$ cat src/rtl/issue_gate_pkg.sv
package issue_gate_pkg;

  typedef enum logic [1:0] {
    ST_IDLE      = 2'd0,
    ST_WAIT_PREV = 2'd1,
    ST_WAIT_CUR  = 2'd2
  } serState_t;

  // strobes from the sequencer to the in-flight tracker
  typedef struct packed {
    logic push;
    logic clearTags;
  } trackCmd_t;

  // status from the tracker back to the sequencer
  typedef struct packed {
    logic hazard;
    logic drained;
    logic full;
  } trackStat_t;

endpackage

$ cat src/rtl/issue_gate_track.sv
module issue_gate_track
  import issue_gate_pkg::*;
#(
  parameter int PIPE_DEPTH = 2,
  parameter int REG_BITS   = 5,
  parameter int NUM_SRC    = 3,
  parameter int CNT_W      = 2
) (
  input  logic                        clk,
  input  logic                        rst,
  input  logic                        complete,
  input  trackCmd_t                   cmd,
  input  logic                        dstValid,
  input  logic [REG_BITS-1:0]         dstReg,
  input  logic [NUM_SRC-1:0]          srcValid,
  input  logic [NUM_SRC*REG_BITS-1:0] srcReg,
  input  logic                        crRead,
  input  logic                        crWrite,
  output trackStat_t                  stat,
  output logic [CNT_W-1:0]            inflightCnt
);

  logic [CNT_W-1:0]    cnt;
  logic [CNT_W-1:0]    effCnt;
  logic                popNow;

  logic                tagDv  [PIPE_DEPTH];
  logic [REG_BITS-1:0] tagDst [PIPE_DEPTH];
  logic                tagCw  [PIPE_DEPTH];

  logic                shDv   [PIPE_DEPTH];
  logic [REG_BITS-1:0] shDst  [PIPE_DEPTH];
  logic                shCw   [PIPE_DEPTH];

  logic [PIPE_DEPTH-1:0] liveEnt;
  logic [PIPE_DEPTH-1:0] entHit;

  // retire the oldest record first, so this cycle's decision sees it gone
  always_comb begin
    popNow = complete && (cnt != '0);
    effCnt = cnt - CNT_W'(popNow);
    for (int i = 0; i < PIPE_DEPTH; i++) begin
      int up;
      up = (i < PIPE_DEPTH - 1) ? i + 1 : i;
      if (!popNow) begin
        shDv[i]  = tagDv[i];
        shDst[i] = tagDst[i];
        shCw[i]  = tagCw[i];
      end else if (i < PIPE_DEPTH - 1) begin
        shDv[i]  = tagDv[up];
        shDst[i] = tagDst[up];
        shCw[i]  = tagCw[up];
      end else begin
        shDv[i]  = 1'b0;
        shDst[i] = '0;
        shCw[i]  = 1'b0;
      end
    end
  end

  for (genvar e = 0; e < PIPE_DEPTH; e++) begin : g_ent
    logic [NUM_SRC-1:0] srcHit;
    assign liveEnt[e] = (CNT_W'(e) < effCnt);
    for (genvar s = 0; s < NUM_SRC; s++) begin : g_src
      assign srcHit[s] = srcValid[s] &&
                         (srcReg[s*REG_BITS +: REG_BITS] == shDst[e]);
    end
    assign entHit[e] = liveEnt[e] &&
                       ((shDv[e] && (|srcHit)) || (shCw[e] && crRead));
  end

  assign stat.hazard  = |entHit;
  assign stat.drained = (effCnt == '0);
  assign stat.full    = (effCnt == CNT_W'(PIPE_DEPTH));
  assign inflightCnt  = cnt;

  always_ff @(posedge clk) begin
    if (rst) begin
      cnt <= '0;
      for (int i = 0; i < PIPE_DEPTH; i++) begin
        tagDv[i]  <= 1'b0;
        tagDst[i] <= '0;
        tagCw[i]  <= 1'b0;
      end
    end else begin
      cnt <= effCnt + CNT_W'(cmd.push);
      for (int i = 0; i < PIPE_DEPTH; i++) begin
        if (cmd.push && (CNT_W'(i) == effCnt)) begin
          tagDv[i]  <= dstValid;
          tagDst[i] <= dstReg;
          tagCw[i]  <= crWrite;
        end else begin
          tagDv[i]  <= shDv[i] && !cmd.clearTags;
          tagDst[i] <= shDst[i];
          tagCw[i]  <= shCw[i] && !cmd.clearTags;
        end
      end
    end
  end

endmodule

$ cat src/rtl/issue_gate_seq.sv
module issue_gate_seq
  import issue_gate_pkg::*;
(
  input  logic       clk,
  input  logic       rst,
  input  logic       inValid,
  input  logic       sglPipe,
  input  logic       flush,
  input  trackStat_t stat,
  output logic       issueValid,
  output logic       stall,
  output trackCmd_t  cmd,
  output serState_t  state
);

  serState_t nxtState;
  logic      issueNow;
  logic      valOk;
  logic      idleLike;

  always_comb begin
    valOk    = inValid && !flush;
    idleLike = (state == ST_IDLE) || (state == ST_WAIT_CUR && stat.drained);
    nxtState = state;
    issueNow = 1'b0;
    if (idleLike) begin
      nxtState = ST_IDLE;
      if (valOk) begin
        if (sglPipe) begin
          if (stat.drained) begin
            issueNow = 1'b1;
            nxtState = ST_WAIT_CUR;
          end else begin
            nxtState = ST_WAIT_PREV;
          end
        end else begin
          issueNow = !stat.hazard && !stat.full;
        end
      end
    end else begin
      case (state)
        ST_WAIT_PREV: begin
          if (flush) begin
            nxtState = ST_IDLE;
          end else if (stat.drained) begin
            issueNow = inValid;
            nxtState = inValid ? ST_WAIT_CUR : ST_IDLE;
          end
        end
        ST_WAIT_CUR: begin
          nxtState = ST_WAIT_CUR;
        end
        default: begin
          nxtState = ST_IDLE;
        end
      endcase
    end
    if (rst) begin
      issueNow = 1'b0;
    end
  end

  assign issueValid    = issueNow;
  assign stall         = valOk && !issueNow && !rst;
  assign cmd.push      = issueNow;
  assign cmd.clearTags = flush;

  always_ff @(posedge clk) begin
    if (rst) begin
      state <= ST_IDLE;
    end else begin
      state <= nxtState;
    end
  end

endmodule

$ cat src/rtl/issue_gate.sv
module issue_gate
  import issue_gate_pkg::*;
#(
  parameter int PIPE_DEPTH = 2,
  parameter int REG_BITS   = 5,
  parameter int NUM_SRC    = 3
) (
  input  logic                        clk,
  input  logic                        rst,
  input  logic                        inValid,
  input  logic                        sglPipe,
  input  logic                        flush,
  input  logic                        complete,
  input  logic                        stopMark,
  input  logic                        dstValid,
  input  logic [REG_BITS-1:0]         dstReg,
  input  logic [NUM_SRC-1:0]          srcValid,
  input  logic [NUM_SRC*REG_BITS-1:0] srcReg,
  input  logic                        crRead,
  input  logic                        crWrite,
  output logic                        issueValid,
  output logic                        stall,
  output logic                        stopped
);

  localparam int CNT_W = $clog2(PIPE_DEPTH + 1);

  trackCmd_t        trkCmd;
  trackStat_t       trkStat;
  serState_t        serState;
  logic [CNT_W-1:0] inflightCnt;

  issue_gate_seq u_seq (
    .clk        (clk),
    .rst        (rst),
    .inValid    (inValid),
    .sglPipe    (sglPipe),
    .flush      (flush),
    .stat       (trkStat),
    .issueValid (issueValid),
    .stall      (stall),
    .cmd        (trkCmd),
    .state      (serState)
  );

  issue_gate_track #(
    .PIPE_DEPTH (PIPE_DEPTH),
    .REG_BITS   (REG_BITS),
    .NUM_SRC    (NUM_SRC),
    .CNT_W      (CNT_W)
  ) u_track (
    .clk         (clk),
    .rst         (rst),
    .complete    (complete),
    .cmd         (trkCmd),
    .dstValid    (dstValid),
    .dstReg      (dstReg),
    .srcValid    (srcValid),
    .srcReg      (srcReg),
    .crRead      (crRead),
    .crWrite     (crWrite),
    .stat        (trkStat),
    .inflightCnt (inflightCnt)
  );

  assign stopped = stopMark && trkStat.drained;

endmodule

$ cat config.mk
export PLATFORM = sky130hd
export DESIGN_NAME = issue_gate
export DESIGN_NICKNAME = d
export VERILOG_FILES = /design/src/rtl/issue_gate_pkg.sv /design/src/rtl/issue_gate_track.sv /design/src/rtl/issue_gate_seq.sv /design/src/rtl/issue_gate.sv
export SDC_FILE = /design/constraint.sdc
export NUM_CORES = 1
export LEC_CHECK = 0
export CAP_MARGIN = 20
export CORE_MARGIN = 10
export CORE_UTILIZATION = 52
export DETAILED_ROUTE_END_ITERATION = 16
export GPL_TIMING_DRIVEN = 1
export PLACE_DENSITY = 0.88
export SLEW_MARGIN = 20
export SYNTH_ARGS = -nofsm -noshare
export SYNTH_HDL_FRONTEND = slang
export SYNTH_HIERARCHICAL = 1
export SYNTH_SLANG_ARGS = --single-unit
export TNS_END_PERCENT = 1
$ cat constraint.sdc
create_clock -name clk -period 4.9 [get_ports clk]
set_input_delay 0.98 -clock clk [delete_from_list [all_inputs] [get_ports clk]]
set_output_delay 0.98 -clock clk [all_outputs]
set_load 0.05 [all_outputs]
# == Yosys cells after proc, flatten, opt, wreduce, memory -nomap -nowiden ==
# Memories as Yosys holds them, arrays and structs flattened.
# Index checks and enable logic that the tools add are counted.
# word_totals
ff_bits,4
ramBits,14
word_cells,119
n_memories,3
# memory_table
memory,words,word_bits,rd,rd_ports_with_merged_regs,wr,line,text
u_track.tagDst,2,5,2,0,2,issue_gate_track.sv:28,logic [REG_BITS-1:0] tagDst [PIPE_DEPTH];
u_track.tagCw,2,1,2,0,2,issue_gate_track.sv:29,logic tagCw [PIPE_DEPTH];
u_track.tagDv,2,1,2,0,2,issue_gate_track.sv:27,logic tagDv [PIPE_DEPTH];
# classes
addsub,2
n_lt_le_gt_ge,2
n_eq_ne,11
muxes,48
bitwise,12
n_reduce_logical,39
# ops
cell,n
2-to-1 mux 1 bit,34
== test 5 bit,6
2-to-1 mux 5 bit,6
logical AND 1 bit,25
2-to-1 mux 2 bit,7
OR 1 bit,12
OR reduction 3 bit,2
zero test 1 bit,5
"== test 2 bit, second input constant",2
zero test 2 bit,2
"< comparator 1 x 2 -> 1 bit, first input constant",2
"inequality test 4 x 3 -> 1 bit, second input constant",1
case mux 2 bit (2 select lines),1
logical OR 1 bit,3
adder 2 x 1 -> 2 bit,1
"== test 1 x 2 -> 1 bit, first input constant",1
"== test 2 x 1 -> 1 bit, second input constant",1
nonzero test 2 bit,1
OR reduction 2 bit,1
subtractor 2 x 1 -> 2 bit,1

# == Longest topological paths before layout ==
# logic_depth
word_depth,22
mapped_depth,20

# == Cells and area by module ==
# Netlist, hierarchy kept.
# by_module_without_submodules
module,instances,cells_per_inst,area_per_inst_um2,seq_area_each_um2
issue_gate_track,1,201,1584.0,460.4
issue_gate_seq,1,29,252.7,40.0
issue_gate,1,1,6.3,0.0

# == Least setup slack after synthesis ==
# OpenSTA, ideal clock, no wires.
# synth_path
path_type,in2reg
from,input complete
to,memory u_track.tagDv[1] (data pin)
arrival_time_ns,5.728
required_ns,4.634
setup_slack_ns,-1.094
stages,19
path_cell_list,o21ai_4 > inv_2 > buf_2 > ha_1 > xor2_1 > nor2_1 > a211oi_1 > and4_1 > a31oi_1 > or4b_1 > nor4b_2 > a211oi_2 > nor4_1 > buf_4 > and3_1 > clkbuf_1 > nor3_1 > a21oi_1 > nor2_1
# synth_lines
item,line,text
start: declaration,issue_gate.sv:13,"input logic complete,"
end: declaration,issue_gate_track.sv:27,

==> metrics.yaml <==
dp_hpwl_mm: 3.88
power_uw: 965
slew_headroom_pct: 48.4
clk_pin_slew_ns: 0.10
core_area_sq_mm: 0.00339
leakage_nw: 0.941
hp-start: "u_seq/state[0]"
worst_slack_ns: 0.206
cp.required_ns: 3.92
fin_nets: 324
clk_path_buf_depth: 2
nFillCells: 263
synth_top_cell_by_area: "edfxtp_1"
grt_pass1_wl_mm: 8.25
cts.sinks: 18
synth_top_area_share_pct: 22.8
finalCriticalPeriod_ns: 4.69
critPathMaxFanout: 3
yosysMostFrequentCell: "nor2_1"
syn2layout_area_growth_pct: 30.8
regArea_sq_um: 500
wirelength_mm: 4.94
finalInstanceArea_sq_mm: 0.00241
yosys.cell_types.count: 52
clk_latency_ns: 0.29
dp_slack_ns: -0.0694
die_area_sq_mm: 0.00633
numPortBuffers: 35
avgViaCountPerCell: 5.72
ys_top_cells_by_count: "nor2_1 (24), a21oi_1 (22), nand2_1 (21)"
ir_drop_v: 0.000247
gr-usage-all-layers_pct: 15.7
synthFlopType: "edfxtp_1"
grt_max_degree: 23
wire_per_inst_um: 14.9
r2r_start: "u_track/inflightCnt[1]"
multi_input_area_sq_mm: 0.00128
die-width_um: 79.5
layout-drive-gt1-share_pct: 13.3
hold_viol_final: 0
die_y_um: 79.5
worst_clock_skew_ns: 0.00854
drv_slew: 0
synth_area_per_cell_sq_um: 7.98
ios: 36
cts_hold_buf: 0
hp-class: "register to register"
cellPowerDensity_mw_per_mm2: 400
diodes: 0
startpoint_type: "input pin"
antenna_found_initial: 0
ys_seq_area_share_pct: 27.2
setup_viol: 0
ys_warn_count: 6
arrival_ns: 3.71
synth.area.top_cells: "edfxtp_1 (23%), a21oi_1 (6.0%), xnor2_1 (5.7%)"
gp_congestion: 0.872
ant_nets: 0
synth-async-reset-ratio_pct: 0
cts_tree: "done"
synth-seq-cells: 18
cts.root.buffer_cell: "clkbuf_4"
initial_utilization_pct: 54.4
dr.first_iter.drc_count: 153
status: "completed"
drc: 0
synthCells: 231
startpoint: "complete"
max_freq_mhz: 213
num_rows: 21
end_kind: "output port"
place_area_sq_mm: 0.00236
critPathKind: "input pin to output port"
rsz0062_at_grt: "false"
numCtsBuffers: 3
drv_cap: 0
worstMarginPinSlew_ns: 0.772
post-route-period-util_pct: 95.8
synth_edf_count: 14
grt-ovfl-total: 0
synth_area_sq_mm: 0.00184
cts_htree_levels: 1
grt_pass1_vias: 1805
dr_total_vias: 1894
first_pass_iters: 4
## where the power goes
| group | switching, mW | internal (mW) |
|---|---|---|
| Clock | 0.0472 | 0.0316 |
| Combinational | 0.343 | 0.305 |
| Sequential | 0.0383 | 0.199 |
## through the flow
stage	hold WS, ns	instances	utilization, %	TNS, ns
6_report	0.484	331	71.1	0
5_1_grt	0.514	331	71.1	0
4_1_cts	0.485	331	71.0	0
3_5_place_dp	0.471	326	69.5	-0.109
3_3_place_gp	0.460	326	69.5	-0.00815
2_1_floorplan	0.443	244	-	0
## critical path, cell delays in order
cell	delay [ns]
dlygate4sd2_1	0.27
o21ai_4	0.09
inv_2	0.06
ha_1	0.20
xor2_1	0.17
nor2_2	0.17
a211oi_1	0.06
and4_1	0.21
a31oi_1	0.15
or4b_4	0.50
nor4b_4	0.23
a211oi_2	0.13
o311a_1	0.33
buf_6	0.16
## area by class of cell
class,instances,share of cell area (%)
Clock buffer,4,1.09
Multi-Input combinational cell,198,53.2
Tap cell,46,2.39
Timing Repair Buffer,51,20.4
Inverter,14,2.18
Sequential cell,18,20.8
## routing by layer
layer / vias to the layer above / routed length, um / global-route usage, %
li1: 943 / - / -
met1: 864 / 2280 / 21.2
met2: 79 / 2200 / 23.9
met3: 8 / 385 / 3.49
met4: 0 / 76 / 5.20
met5: - / 0 / 0
## registers in the layout, summed over array words and instances (netlist names)
| register | flops |
|---|---|
| u_track/tagCw | 2 |
| u_track/tagDv | 2 |
| u_track/tagDst | 10 |
| u_track/inflightCnt | 2 |
| u_seq/state | 2 |
## final timing paths
path	end	slack, ns	cells after the start
hold reg to reg	u_seq/state[0]	0.48	2
setup reg to reg	u_track/tagCw[0]	1.22	17
hold / removal	u_seq/state[0]	0.48	2
setup / recovery	stall	0.21	14
## repair_timing
action	CTS	global route
hold endpoints to repair	0	0
setup endpoints to repair	2	2
buffers inserted	1	0
pin swaps	3	5
resized for setup	4	1
## placed cells by master (no fill, tap or decap), types with 3 or more instances in the layout
master / count
conb_1: 14
nand3_1: 7
a211oi_1: 7
xnor2_1: 12
ha_1: 5
nand2b_1: 5
or2_2: 4
buf_4: 16
a21oi_1: 22
clkbuf_4: 3
o211ai_1: 3
edfxtp_1: 14
nand2_1: 21
nor2b_1: 3
mux2i_1: 4
o21ai_0: 6
xor2_1: 6
clkdlybuf4s50_1: 31
o2111ai_1: 3
inv_1: 13
a31oi_1: 4
nor2_1: 23
nand4_1: 3
nor3_1: 9
dfxtp_1: 4
## logic make-up after synthesis
logic type,count (synthesis),synth area share [%]
other,1,0.203
buffers and inverters,28,7.74
adder cells (fa/ha/maj),5,3.39
AO/OA/AOI/OAI,61,22.7
AND/OR/NAND/NOR,95,27.6
flip-flops,18,27.2
multiplexers,5,2.72
XOR/XNOR,18,8.55
Note: power is estimated with default switching activity, not from simulation.
